--- src/rtl/seq_pkg.sv ---
package seq_pkg;

  localparam int OP_W = 3;

  typedef enum logic [OP_W-1:0] {
    OP_FORW   = 3'd0,
    OP_BACK   = 3'd1,
    OP_ROTATE = 3'd2,
    OP_BNOOBS = 3'd3,
    OP_GOTO   = 3'd4
  } opcode_e;

  // strobes from control to datapath
  typedef struct packed {
    logic step;   // load counter + 1
    logic jump;   // load target field
  } ctrl_t;

  // default program, word layout {op[2:0], arg[7:0], tgt[2:0]}
  localparam logic [8*14-1:0] DEFAULT_PROG = {
    {3'd4, 8'd0,  3'd0},   // 7: jump 0
    {3'd4, 8'd0,  3'd0},   // 6: jump 0
    {3'd4, 8'd0,  3'd0},   // 5: jump 0
    {3'd4, 8'd0,  3'd1},   // 4: jump 1
    {3'd2, 8'd90, 3'd0},   // 3: rotate 90
    {3'd1, 8'd10, 3'd0},   // 2: back 10
    {3'd3, 8'd0,  3'd0},   // 1: branch-if-clear 0
    {3'd0, 8'd35, 3'd0}    // 0: forward 35
  };

endpackage

--- src/rtl/seq_datapath.sv ---
module seq_datapath
  import seq_pkg::*;
#(
  parameter int ADDR_W = 3,
  parameter int ARG_W  = 8,
  localparam int DEPTH  = 2 ** ADDR_W,
  localparam int WORD_W = OP_W + ARG_W + ADDR_W,
  parameter logic [DEPTH*WORD_W-1:0] PROG = '0
) (
  input  logic              clk,
  input  logic              rst,
  input  ctrl_t             strobes,
  output opcode_e           curOp,
  output logic [ARG_W-1:0]  curArg,
  output logic [ADDR_W-1:0] curTgt,
  output logic [ADDR_W-1:0] pc
);

  logic [WORD_W-1:0] rom [DEPTH];
  logic [WORD_W-1:0] word;
  logic [ADDR_W-1:0] pcNext;

  for (genvar i = 0; i < DEPTH; i++) begin : g_rom
    assign rom[i] = PROG[i*WORD_W +: WORD_W];
  end

  assign word   = rom[pc];
  assign curOp  = opcode_e'(word[WORD_W-1 -: OP_W]);
  assign curArg = word[ADDR_W +: ARG_W];
  assign curTgt = word[ADDR_W-1:0];

  always_comb begin
    if (strobes.jump)      pcNext = curTgt;
    else if (strobes.step) pcNext = pc + 1'b1;
    else                   pcNext = pc;
  end

  always_ff @(posedge clk) begin
    if (rst) pc <= '0;
    else     pc <= pcNext;
  end

endmodule

--- src/rtl/seq_control.sv ---
module seq_control
  import seq_pkg::*;
(
  input  logic    rst,
  input  opcode_e curOp,
  input  logic    cmdDone,
  input  logic    noObstacle,
  output ctrl_t   strobes,
  output logic    cmdValid
);

  always_comb begin
    strobes  = '0;
    cmdValid = 1'b0;
    if (!rst) begin
      case (curOp)
        OP_FORW, OP_BACK, OP_ROTATE: begin
          cmdValid     = 1'b1;
          strobes.step = cmdDone;
        end
        OP_BNOOBS: begin
          strobes.jump = noObstacle;
          strobes.step = !noObstacle;
        end
        OP_GOTO: strobes.jump = 1'b1;
        default: strobes.step = 1'b1;
      endcase
    end
  end

endmodule

--- src/rtl/motion_sequencer.sv ---
module motion_sequencer
  import seq_pkg::*;
#(
  parameter int ADDR_W = 3,
  parameter int ARG_W  = 8,
  localparam int DEPTH  = 2 ** ADDR_W,
  localparam int WORD_W = OP_W + ARG_W + ADDR_W,
  parameter logic [DEPTH*WORD_W-1:0] PROG = DEFAULT_PROG
) (
  input  logic             clk,
  input  logic             rst,
  input  logic             noObstacle,
  input  logic             cmdDone,
  output logic             cmdValid,
  output logic [OP_W-1:0]  cmdOp,
  output logic [ARG_W-1:0] cmdArg
);

  ctrl_t             strobes;
  opcode_e           curOp;
  logic [ADDR_W-1:0] curTgt;
  logic [ADDR_W-1:0] pc;

  seq_datapath #(.ADDR_W(ADDR_W), .ARG_W(ARG_W), .PROG(PROG)) u_dp (
    .clk(clk), .rst(rst), .strobes(strobes),
    .curOp(curOp), .curArg(cmdArg), .curTgt(curTgt), .pc(pc)
  );

  seq_control u_ctl (
    .rst(rst), .curOp(curOp), .cmdDone(cmdDone), .noObstacle(noObstacle),
    .strobes(strobes), .cmdValid(cmdValid)
  );

  assign cmdOp = curOp;

endmodule

--- config.mk ---
export PLATFORM = sky130hd
export DESIGN_NAME = motion_sequencer
export DESIGN_NICKNAME = d
export VERILOG_FILES = /design/src/rtl/seq_pkg.sv /design/src/rtl/seq_datapath.sv /design/src/rtl/seq_control.sv /design/src/rtl/motion_sequencer.sv
export SDC_FILE = /design/constraint.sdc
export NUM_CORES = 1
export LEC_CHECK = 0
export BUFFER_PORTS_ARGS = -buffer_cell sky130_fd_sc_hd__buf_2
export CAP_MARGIN = 20
export CORE_AREA = 3 3 40 42
export DETAILED_ROUTE_END_ITERATION = 8
export DIE_AREA = 0 0 43 45
export GPL_TIMING_DRIVEN = 1
export PLACE_DENSITY = 0.47
export SYNTH_ARGS = -nofsm -noshare
export SYNTH_HDL_FRONTEND = slang
export SYNTH_SLANG_ARGS = --single-unit
--- constraint.sdc ---
create_clock -name clk -period 3.4 [get_ports clk]
set_input_delay 0.68 -clock clk [delete_from_list [all_inputs] [get_ports clk]]
set_output_delay 0.68 -clock clk [all_outputs]
set_load 0.03 [all_outputs]
==> reports/metrics.yaml <==
status:
  status: "finished, final reports clean"
hold_path:
  hold_depth: 2
  min_path_type: "reg2reg"
  worstHoldStart: "u_dp.pc[1]"
clock_tree:
  cts-resized-gates: 0
  clk_latency_ns: 0.23
  cts-htree-levels: 1
  path_clk_slew_ns: 0.04
  cts_sinks: 3
  cts_setup_buffers: 0
  cts_made_buffers: 3
  cts_hold_buf: 0
  cts_tree: "done"
  cts-root-buf: "clkbuf_4"
  cts_max_path_buffers: 2
yosys:
  synth_seq_cells: 3
  ys_warn_count: 0
  synth_cell_types: 19
  seq_area_frac_synth: 0.208
  synth_cells: 34
  netlist_area_um2: 289
  avgSynthCellArea_um2: 8.50
critical_path:
  r2r_cells: 4
  path_class: "reg2out"
  worst_ep_arrival_time_ns: 1.68
  timing.rr.start: "u_dp.pc[0]"
  required_ns: 2.72
  crit_start: "u_dp.pc[0]"
  rrSetupSlack_ns: 1.68
  worst_setup_path_end_kind: "output port"
  critical_path.max_fanout: 10
  cp-start-kind: "flop"
floorplanning:
  dieArea_um2: 1940
  rows: 13
  die_width_um: 43
  start_util: 0.225
  ios: 16
  core_region_area_um2: 1280
  die_h_um: 45
timing:
  fin_ws_ns: 1.04
  setup_viol: 0
  rsz0062_at_grt: "no"
  period_needed_ns: 2.36
  slew_violations: 0
  fin_hold_ws_ns: 0.501
  fmax_mhz: 424
  fin_setup_tns_ns: 0
  fin_skew_ns: 0.00246
  fin_crit_sh: 0.694
  final_hold_viol_count: 0
cells_and_area:
  largest_reg_flops: 3
  area_growth_pct: 25.1
  fillerInstances: 146
  fin_nets: 55
  antennaDiodeCount: 0
  regMostFlops: "u_dp.pc"
  final_common_cell: "buf_2"
  drive_above_1_share: 0.413
  layout_common_cells: "buf_2 (13), ha_1 (4)"
  top_regs: "u_dp.pc (3)"
global_route:
  grt_overflow_total: 0
  grt_pass1_vias: 244
  grt_max_degree: 12
  grt_pass1_wl_um: 903
  grt.total_usage: 0.0599
  antenna_found_initial: 0
detailed_routing:
  dr.pass1.iters: 3
  drt-total-wl_um: 598
  viasPerCell: 4.05
  drt-initial-drc-count: 3
  via_count: 247
  antenna_left: 0
  drcViolationCount: 0
  wl_per_cell_um: 9.80
job:
  max-cap-violations: 0
pwr:
  power_density_nw_per_um2: 452
  peakVddDrop_mv: 0.103
  total_power_uw: 163
  p_leak_nw: 0.172
place:
  gp_congestion: 0.703
  pre_cts_ws_ns: 1.28
  dpl.hpwl_um: 439
  io_buffer_count: 13
==> area by class of cell <==
class	count	area [um^2]	area share
multi-input combinational	23	180	0.498
clock buffer	4	26.3	0.0727
timing repair buffer	13	65.1	0.180
inverter	3	11.3	0.0311
sequential	3	60.1	0.166
tap	15	18.8	0.0519
==> cell usage after synthesis <==
cell,count,area share
a311oi_2,1,0.052
o21ai_0,1,0.017
conb_1,1,0.013
clkbuf_1,1,0.013
or2b_2,1,0.030
nand2b_1,1,0.022
or3b_1,1,0.030
a211oi_1,1,0.026
inv_1,3,0.039
dfxtp_1,3,0.21
a21bo_2,1,0.035
buf_4,5,0.13
nor2_1,3,0.039
nand3b_1,1,0.026
ha_1,4,0.17
a2111oi_0,1,0.030
a311o_1,1,0.035
nor2b_1,3,0.065
a21oi_1,1,0.017
==> path summary, 6_finish.rpt <==
path / end
max: cmdValid
min: u_dp.pc[1]
max reg2reg: u_dp.pc[2]
min reg2reg: u_dp.pc[1]
==> kinds of logic after synthesis <==
group           synth area share
buf+inv                    0.182
fa+ha+maj                  0.173
other cells               0.0130
compound gates             0.212
flops                      0.208
simple gates               0.212
==> worst max-delay path: stages, from the launching register on <==
cell	delay [ns]
dfxtp_1	0.48
inv_1	0.10
ha_1	0.38
a211oi_1	0.25
buf_2	0.23
==> layer usage <==
| metal | up-vias | wire (um) | global-route usage |
|---|---|---|---|
| met5 | - | 0 | 0 |
| met4 | 0 | 0 | 0.0361 |
| met3 | 0 | 34 | 0.0120 |
| met2 | 9 | 257 | 0.0838 |
| met1 | 103 | 306 | 0.0839 |
| li1 | 135 | - | - |
==> through the flow <==
stage	util	cells	cell area, um^2
finish	0.281	61	362
global route	0.281	61	362
CTS	0.281	61	362
detailed placement	0.261	57	335
global placement	0.261	57	335
floorplan	-	35	293
==> report_power, final <==
| group | total (mW) | leakage (nW) | switching (mW) | internal [mW] |
|---|---|---|---|---|
| clock | 0.0618 | 0.0150 | 0.0179 | 0.0440 |
| sequential | 0.0415 | 0.0246 | 0.00374 | 0.0377 |
| combinational | 0.0600 | 0.132 | 0.0407 | 0.0194 |
| total | 0.163 | 0.172 | 0.0623 | 0.101 |
(Power assumes the default switching activity.)
